===== config.mk =====
export PLATFORM = sky130hd
export DESIGN_NAME = mreg_bank_file
export DESIGN_NICKNAME = d
export VERILOG_FILES = /design/src/rtl/mrb_pkg.sv /design/src/rtl/mrb_map.sv /design/src/rtl/mrb_store.sv /design/src/rtl/mrb_pc.sv /design/src/rtl/mreg_bank_file.sv
export SDC_FILE = /design/constraint.sdc
export NUM_CORES = 2
export LEC_CHECK = 0
export ABC_AREA = 0
export ABC_CLOCK_PERIOD_IN_PS = 8800
export BUFFER_PORTS_ARGS = -buffer_cell sky130_fd_sc_hd__buf_2
export CORE_AREA = 2 2 687 347
export CTS_CLUSTER_DIAMETER = 100
export DETAILED_ROUTE_END_ITERATION = 8
export DIE_AREA = 0 0 689 349
export PLACE_DENSITY = 0.38
export SLEW_MARGIN = 20
export SYNTH_ARGS = -nofsm -noshare
export SYNTH_HDL_FRONTEND = slang
export SYNTH_HIERARCHICAL = 1
export SYNTH_SLANG_ARGS = --single-unit

===== constraint.sdc =====
create_clock -name clk -period 8.8 [get_ports clk]
set_input_delay 0.88 -clock clk [delete_from_list [all_inputs] [get_ports clk]]
set_output_delay 0.88 -clock clk [all_outputs]
set_load 0.03 [all_outputs]

===== src/rtl/mrb_pkg.sv =====
// Package: mode codes and physical-slot layout of the banked register file.
// Assumes a 16-entry logical file with register 15 kept outside the array.
package mrb_pkg;
    typedef enum logic [2:0] {
        MD_USER   = 3'd0,
        MD_FAST   = 3'd1,
        MD_INTR   = 3'd2,
        MD_SUPV   = 3'd3,
        MD_ABORT  = 3'd4,
        MD_UNDEF  = 3'd5,
        MD_SYSTEM = 3'd6,
        MD_RSVD   = 3'd7
    } bank_mode_e;

    localparam int LOG_REGS   = 16;
    localparam int LREG_W     = $clog2(LOG_REGS);
    localparam int PC_REG     = 15;
    localparam int SHARED_TOP = 7;
    localparam int FAST_LO    = 8;
    localparam int FAST_HI    = 12;
    localparam int SP_REG     = 13;
    localparam int USER_SLOTS = PC_REG;
    localparam int FAST_SLOTS = FAST_HI - FAST_LO + 1;
    localparam int EXC_MODES  = 5;
    localparam int EXC_BASE   = USER_SLOTS + FAST_SLOTS;
    localparam int PHYS_SLOTS = EXC_BASE + 2 * EXC_MODES;
    localparam int PIDX_W     = $clog2(PHYS_SLOTS);
endpackage


===== src/rtl/mrb_map.sv =====
// Module: maps a logical register number to a physical slot for a mode.
// Assumes the slot layout of mrb_pkg: user copies first, then the
// fast-interrupt copies of 8..12, then one 13/14 pair per exception mode.
module mrb_map
    import mrb_pkg::*;
(
    input  logic [2:0]        mode_i,
    input  logic              user_bank_i,
    input  logic [LREG_W-1:0] lreg_i,
    output logic [PIDX_W-1:0] pidx_o,
    output logic              is_pc_o
);
    bank_mode_e mode;
    int         lr;
    int         exc_k;
    int         slot;

    assign mode = bank_mode_e'(mode_i);
    assign lr   = int'(lreg_i);

    // Purpose: index of the private 13/14 pair for the mode, -1 if none.
    always_comb begin
        case (mode)
            MD_FAST:  exc_k = 0;
            MD_INTR:  exc_k = 1;
            MD_SUPV:  exc_k = 2;
            MD_ABORT: exc_k = 3;
            MD_UNDEF: exc_k = 4;
            default:  exc_k = -1;
        endcase
    end

    // Purpose: choose the physical slot from the register group and the bank.
    always_comb begin
        slot    = lr;
        is_pc_o = 1'b0;
        if (lr == PC_REG) begin
            is_pc_o = 1'b1;
            slot    = 0;
        end else if (lr <= SHARED_TOP) begin
            slot = lr;
        end else if (lr <= FAST_HI) begin
            if (mode == MD_FAST && !user_bank_i)
                slot = USER_SLOTS + (lr - FAST_LO);
        end else begin
            if (!user_bank_i && exc_k >= 0)
                slot = EXC_BASE + 2 * exc_k + (lr - SP_REG);
        end
        pidx_o = PIDX_W'(slot);
    end
endmodule


===== src/rtl/mrb_store.sv =====
// Module: physical register storage with two combinational reads and one
// synchronous write. Assumes slot indices come from mrb_map (below DEPTH).
module mrb_store #(
    parameter int DATA_W = 32,
    parameter int DEPTH  = 30,
    parameter int IDX_W  = $clog2(DEPTH)
) (
    input  logic              clk,
    input  logic              rst_n,
    input  logic              we_i,
    input  logic [IDX_W-1:0]  widx_i,
    input  logic [DATA_W-1:0] wdata_i,
    input  logic [IDX_W-1:0]  ra_idx_i,
    input  logic [IDX_W-1:0]  rb_idx_i,
    output logic [DATA_W-1:0] ra_data_o,
    output logic [DATA_W-1:0] rb_data_o
);
    logic [DATA_W-1:0] slots [DEPTH];

    // Purpose: clear every slot on reset, otherwise write one slot.
    always_ff @(posedge clk) begin
        if (!rst_n) begin
            for (int i = 0; i < DEPTH; i++) slots[i] <= '0;
        end else if (we_i && int'(widx_i) < DEPTH) begin
            slots[widx_i] <= wdata_i;
        end
    end

    // Purpose: read both ports with no write bypass (old value on collision).
    always_comb begin
        ra_data_o = (int'(ra_idx_i) < DEPTH) ? slots[ra_idx_i] : '0;
        rb_data_o = (int'(rb_idx_i) < DEPTH) ? slots[rb_idx_i] : '0;
    end
endmodule


===== src/rtl/mrb_pc.sv =====
// Module: program counter register. A load takes priority over a step,
// and a registered strobe marks the cycle after each load.
module mrb_pc #(
    parameter int          DATA_W   = 32,
    parameter int          PC_STEP  = 4,
    parameter logic [31:0] RESET_PC = 32'h0
) (
    input  logic              clk,
    input  logic              rst_n,
    input  logic              load_i,
    input  logic [DATA_W-1:0] load_val_i,
    input  logic              adv_i,
    output logic [DATA_W-1:0] pc_o,
    output logic              flush_o
);
    // Purpose: load, step or hold the program counter.
    always_ff @(posedge clk) begin
        if (!rst_n)      pc_o <= DATA_W'(RESET_PC);
        else if (load_i) pc_o <= load_val_i;
        else if (adv_i)  pc_o <= pc_o + DATA_W'(PC_STEP);
    end

    // Purpose: raise the flush strobe for exactly the cycle after a load.
    always_ff @(posedge clk) begin
        if (!rst_n) flush_o <= 1'b0;
        else        flush_o <= load_i;
    end
endmodule


===== src/rtl/mreg_bank_file.sv =====
// Module: mode-banked 16 x 32 register file, top level. Three address maps
// (two reads, one write) share the current mode and override. Register 15
// goes to the program counter unit, and reads of it return pc + PC_READ_OFS.
// Assumes the core keeps mode_i stable and valid around each access.
module mreg_bank_file
    import mrb_pkg::*;
#(
    parameter int          DATA_W      = 32,
    parameter int          PC_STEP     = 4,
    parameter int          PC_READ_OFS = 8,
    parameter logic [31:0] RESET_PC    = 32'h0
) (
    input  logic              clk,
    input  logic              rst_n,
    input  logic [2:0]        mode_i,
    input  logic              user_bank_i,
    input  logic [3:0]        rd_a_addr_i,
    output logic [DATA_W-1:0] rd_a_data_o,
    input  logic [3:0]        rd_b_addr_i,
    output logic [DATA_W-1:0] rd_b_data_o,
    input  logic              wr_en_i,
    input  logic [3:0]        wr_addr_i,
    input  logic [DATA_W-1:0] wr_data_i,
    input  logic              pc_adv_i,
    output logic [DATA_W-1:0] pc_o,
    output logic              flush_o
);
    localparam int NPORTS = 3;  // 0: read A, 1: read B, 2: write

    logic [LREG_W-1:0] port_addr [NPORTS];
    logic [PIDX_W-1:0] port_pidx [NPORTS];
    logic              port_pc   [NPORTS];
    logic [DATA_W-1:0] st_a, st_b, pc_view;

    assign port_addr[0] = rd_a_addr_i;
    assign port_addr[1] = rd_b_addr_i;
    assign port_addr[2] = wr_addr_i;

    // One address map per port, all fed with the current mode.
    for (genvar p = 0; p < NPORTS; p++) begin : g_map
        mrb_map u_map (
            .mode_i      (mode_i),
            .user_bank_i (user_bank_i),
            .lreg_i      (port_addr[p]),
            .pidx_o      (port_pidx[p]),
            .is_pc_o     (port_pc[p])
        );
    end

    mrb_store #(.DATA_W(DATA_W), .DEPTH(PHYS_SLOTS), .IDX_W(PIDX_W)) u_store (
        .clk       (clk),
        .rst_n     (rst_n),
        .we_i      (wr_en_i && !port_pc[2]),
        .widx_i    (port_pidx[2]),
        .wdata_i   (wr_data_i),
        .ra_idx_i  (port_pidx[0]),
        .rb_idx_i  (port_pidx[1]),
        .ra_data_o (st_a),
        .rb_data_o (st_b)
    );

    mrb_pc #(.DATA_W(DATA_W), .PC_STEP(PC_STEP), .RESET_PC(RESET_PC)) u_pc (
        .clk        (clk),
        .rst_n      (rst_n),
        .load_i     (wr_en_i && port_pc[2]),
        .load_val_i (wr_data_i),
        .adv_i      (pc_adv_i),
        .pc_o       (pc_o),
        .flush_o    (flush_o)
    );

    assign pc_view = pc_o + DATA_W'(PC_READ_OFS);

    // Purpose: steer each read port to the store or to the offset counter.
    always_comb begin
        rd_a_data_o = port_pc[0] ? pc_view : st_a;
        rd_b_data_o = port_pc[1] ? pc_view : st_b;
    end
endmodule


**Yosys cells after proc, flatten, opt, wreduce, memory -nomap -nowiden**

Memories as Yosys holds them, arrays and structs flattened.
Cells that the tools add are included.

- Flip-flop bits (word level): 33
- Memory bits (writable): 960
- Input port bits: 52
- Output and inout port bits: 97
- Logic and storage cells: 77
- Memories: 1

Memory list:

| memory | words | width | read ports | clocked after Yosys merged registers in | wr ports | line | text |
|---|---|---|---|---|---|---|---|
| u_store.slots | 30 | 32 | 2 | 0 | 30 | mrb_store.sv:18 | `logic [DATA_W-1:0] slots [DEPTH];` |

- Add/subtract/negate cells: 15
- $lt $le $gt $ge: 10
- Eq/ne operators: 8
- Mux-type cells: 32
- Reduce and logical (&&, ||, !) cells: 9

Operators by type and width:

| operator | count |
|---|---|
| 32-bit 2-to-1 mux | 7 |
| 32-bit case mux with 5 select lines | 1 |
| 5-bit 2-to-1 mux | 16 |
| 32-bit by 3-bit adder with 32-bit output, second input constant | 1 |
| 32-bit by 4-bit adder with 32-bit output, second input constant | 1 |
| 32-bit by 1-bit >= comparator with 1-bit output, second input constant | 1 |
| 32-bit OR reduction | 1 |
| 4-bit by 4-bit subtractor with 5-bit output, second input constant | 6 |
| 5-bit adder, first input constant | 4 |
| 5-bit adder | 3 |
| 5-bit less-than comparator, second input constant | 3 |
| 4-bit by 1-bit == test with 1-bit output, second input constant | 3 |
| 4-bit by 3-bit <= comparator with 1-bit output, second input constant | 3 |
| 4-bit <= comparator, second input constant | 3 |
| 1-bit 2-to-1 mux | 8 |
| 3-bit by 2-bit == test with 1-bit output, second input constant | 2 |
| 3-bit == test, second input constant | 2 |
| 1-bit logical AND | 5 |
| 3-bit by 1-bit == test with 1-bit output, second input constant | 1 |
| 1-bit logical NOT | 2 |
| 2-bit nonzero test | 1 |

**Depth between registers and ports, before layout**

- Depth in word-level cells: 15
- Mapped depth: 18
- Gate-level depth less buffers: 15

**Modules after synthesis**

Netlist, hierarchy kept.

By module, submodules not included:

| module | instances | cells each | area an instance (µm²) |
|---|---|---|---|
| mrb_store | 1 | 3,431 | 53,830.4 |
| mrb_pc | 1 | 244 | 1,931.9 |
| mrb_map | 3 | 56 | 437.9 |
| mreg_bank_file | 1 | 226 | 1,293.7 |

**Least setup slack after synthesis**

Ideal clock, no wire load.

- Kind: in2reg
- From: input mode_i[1]
- To: memory u_store.slots[27][0], enable pin
- Setup time: 0.466 ns
- Data arrival time: 5.589 ns
- Path slack: 2.745 ns
- Cell stages on the path: 10
- Path buffers: 1
- Cells stage by stage: mux2_2 ha_1 inv_1 fa_1 o31ai_1 a31oi_1 and3_1 or3b_2 clkbuf_1 o21ai_0

RTL lines:

| element | line | text |
|---|---|---|
| from (decl) | mreg_bank_file.sv:15 | `input logic [2:0] mode_i,` |
| to (decl) | mrb_store.sv:18 |  |

==> flow_metrics.py <==
metrics = {
    "setup_path": {
        "required_ps": 7920,
        "cp.buffers_inverters": 5,
        "r2r-start": "u_pc/pc_o[2]",
        "end_kind": "primary output",
        "crit_path_top_delay_cell": "a2111oi_1",
        "reg2reg_slack_ps": 5330,
        "reg2reg_depth": 4,
        "crit_family": "compound AO/OA/AOI/OAI gates",
        "critical_path.most_common_cell": "buf_2",
        "start_kind": "input pin",
        "arrival_ps": 6180,
        "rr_endpoint": "u_pc/pc_o[7]",
        "critPathKind": "input pin to primary output",
        "critPathMaxFanout": 67,
        "cp_cell_sequence": "buf_2 -> mux2_2 -> ha_1 -> inv_1 -> fa_1 -> o31ai_1 -> a31oi_4 -> buf_12 -> or3_2 -> buf_4 -> o22ai_1 -> a2111oi_1 -> nor2_1 -> a21oi_1 -> buf_2",
        "cpPeakStageDelay_ps": 920,
    },
    "power": {
        "power_mw": 12.8,
        "cellPowerDensity_mw_per_mm2": 192,
        "p_leak_nw": 22.3,
        "ir_worst_vdd_uv": 131,
    },
    "synthesis": {
        "syn_inst": 4069,
        "synth_cell_type_count": 69,
        "yosysMostFrequentCell": "edfxtp_1",
        "ys_ff_latch": 1057,
        "synth_top_area_frac": 0.527,
        "yosysWarnings": 6,
        "async_flop_share": 0,
        "synth-seq-area-share": 0.538,
        "synth_ff_type": "edfxtp_1",
        "synth-edff-count": 1024,
        "synth_top_area_cell": "edfxtp_1",
        "syn_area_mm2": 0.0584,
        "synth_area_per_cell_um2": 14.3,
        "ys_top_cells_by_area": "edfxtp_1 53%, mux4_2 19%, and2_1 10%",
        "synthTopCellsByCount": "1024 x edfxtp_1, 932 x and2_1, 484 x mux4_2, 299 x clkbuf_1, 166 x mux2i_1",
    },
    "timing": {
        "period_share": 0.802,
        "min_period_ps": 7060,
        "fmax_ghz": 0.142,
        "setup_viol": 0,
        "finalHoldViolCount": 0,
        "slew_viol_final": 0,
        "skew_ps": 20.6,
        "rsz0062_at_grt": "false",
        "fin_tns_setup_ps": 0,
        "worst_pin_slew_ps": 1230,
        "maxSlewHeadroom": 0.157,
    },
    "cells_and_area": {
        "fillCellCount": 23600,
        "area_growth_syn_to_layout_pct": 14.5,
        "nets": 4205,
        "fin_util": 0.285,
        "drive_gt1_frac": 0.250,
    },
    "hold_path": {
        "min_to": "u_pc/pc_o[0]",
        "hp-class": "flip-flop to flip-flop",
        "hold_depth": 2,
        "hold_start": "u_pc/pc_o[0]",
    },
    "clock_network": {
        "clkSinkCount": 1057,
        "cts_root_buf": "clkbuf_16",
        "clock_latency_ps": 730,
        "ctsHoldBuffers": 0,
        "cts_setup_buffers": 0,
        "cts_tree": "built",
        "cts.htree.levels": 3,
        "numCtsBuffers": 102,
        "cts-resized-gates": 0,
        "clk_pin_slew_ps": 70,
        "cts.path.max_buffers": 3,
    },
    "global_routing": {
        "gr-total-overflow": 0,
        "antenna_found_initial": 37,
        "grt_pass1_wl_um": 349000,
        "grt_pass1_vias": 38300,
        "grt_max_degree": 68,
        "grtUsageTotal": 0.211,
    },
    "drt": {
        "drcViolationCount": 0,
        "wire_per_inst_um": 35.0,
        "wl_um": 258000,
        "vias": 39500,
        "via_per_inst": 5.37,
        "first_iter_violations": 5211,
        "drtPass1Iterations": 5,
        "drtAntennaViolNets": 0,
    },
    "floorplan": {
        "row_count": 126,
        "dieWidth_um": 689,
        "pin_count": 149,
        "die_h_um": 349,
        "coreArea_mm2": 0.235,
        "die_area_mm2": 0.240,
        "start_util": 0.249,
    },
    "run": {
        "drv_cap": 0,
    },
    "placed_design": {
        "dp_hpwl_um": 167000,
        "globalplace.congestion": 0.822,
        "io_buffer_count": 148,
    },
    "status": {
        "outcome": "finished clean",
    },
}
final cells by class:
type | count | area [um^2] | area share
diodes | 22 | 55.1 | 0.000824
multi-input cells | 2614 | 25900 | 0.387
clock inverters | 36 | 307 | 0.00459
inverters | 39 | 146 | 0.00219
well taps | 3136 | 3920 | 0.0587
flip-flops and latches | 1057 | 31400 | 0.470
repair buffers | 310 | 2250 | 0.0337
clock buffers | 149 | 2860 | 0.0429
where the power goes:
group	total, mW	switching, mW	internal [mW]
Combinational	2.28	1.43	0.852
Clock	4.55	2.16	2.40
Sequential	5.99	0.184	5.80
Total	12.8	3.77	9.05
worst register-to-register path: stages (launching register included):
cell      delay [ps]
dfxtp_1         1000
nand4_1          690
nor2_1          1010
xnor2_1          390
a211oi_1         300
cells by family after synthesis:
group / count (synthesis) / share of synthesized area
and+or+nand+nor: 1330 / 0.137
DFF: 1057 / 0.538
xor gates and xnor gates: 29 / 0.00435
adders and majority gates: 29 / 0.00660
other: 1 / 0.0000642
muxes: 664 / 0.218
AOI/OAI and AO/OA: 498 / 0.0599
buffers and inverters: 461 / 0.0356
worst max-delay path by stage:
stage | start | endpoint | slack (ps) | cells past startpoint
finish | mode_i[1] | rd_b_data_o[15] | 1740 | 15
floorplan | mode_i[1] | u_store/slots[27][0] | 2750 | 10
global placement | mode_i[1] | rd_b_data_o[15] | 1700 | 15
global route | mode_i[1] | rd_b_data_o[3] | 1570 | 18
detailed placement | mode_i[1] | rd_b_data_o[15] | 1610 | 15
CTS | mode_i[1] | rd_b_data_o[15] | 1590 | 15
registers in the layout, indices dropped and copies added (netlist names):
name,flops
u_pc/flush_o,1
u_pc/pc_o,32
u_store/slots,1024
per-layer routing:
layer | part of all wire | GRT usage | wire length [um] | up-vias
met3 | 0.094 | 0.0529 | 24300 | 268
met1 | 0.48 | 0.329 | 124000 | 21100
met2 | 0.41 | 0.290 | 104000 | 2141
met4 | 0.020 | 0.0414 | 5170 | 2
met5 | 0.000050 | 0 | 13 | -
li1 | - | - | - | 16000
cells in the final DEF, fill, tap and decap left out, drive strengths merged, types with 62 or more instances in the layout:
cell and instances:
conb 64, nor2 117, a21oi 79, mux2i 166
mux4 484, o21ai 62, clkbuf 149, and2 932
edfxtp 1024, buf 310
per-stage QoR:
stage | instance area, um^2 | hold slack, ps | std cells | worst slack (ps)
after CTS | 66700 | 607 | 7340 | 1590
after detailed placement | 63600 | 595 | 7155 | 1610
after global routing | 66800 | 639 | 7342 | 1570
after global placement | 63600 | 599 | 7155 | 1700
final | 66800 | 595 | 7363 | 1740
after floorplan | 58600 | 652 | 4132 | 2750
No activity file was read; power rests on OpenSTA's default activity.
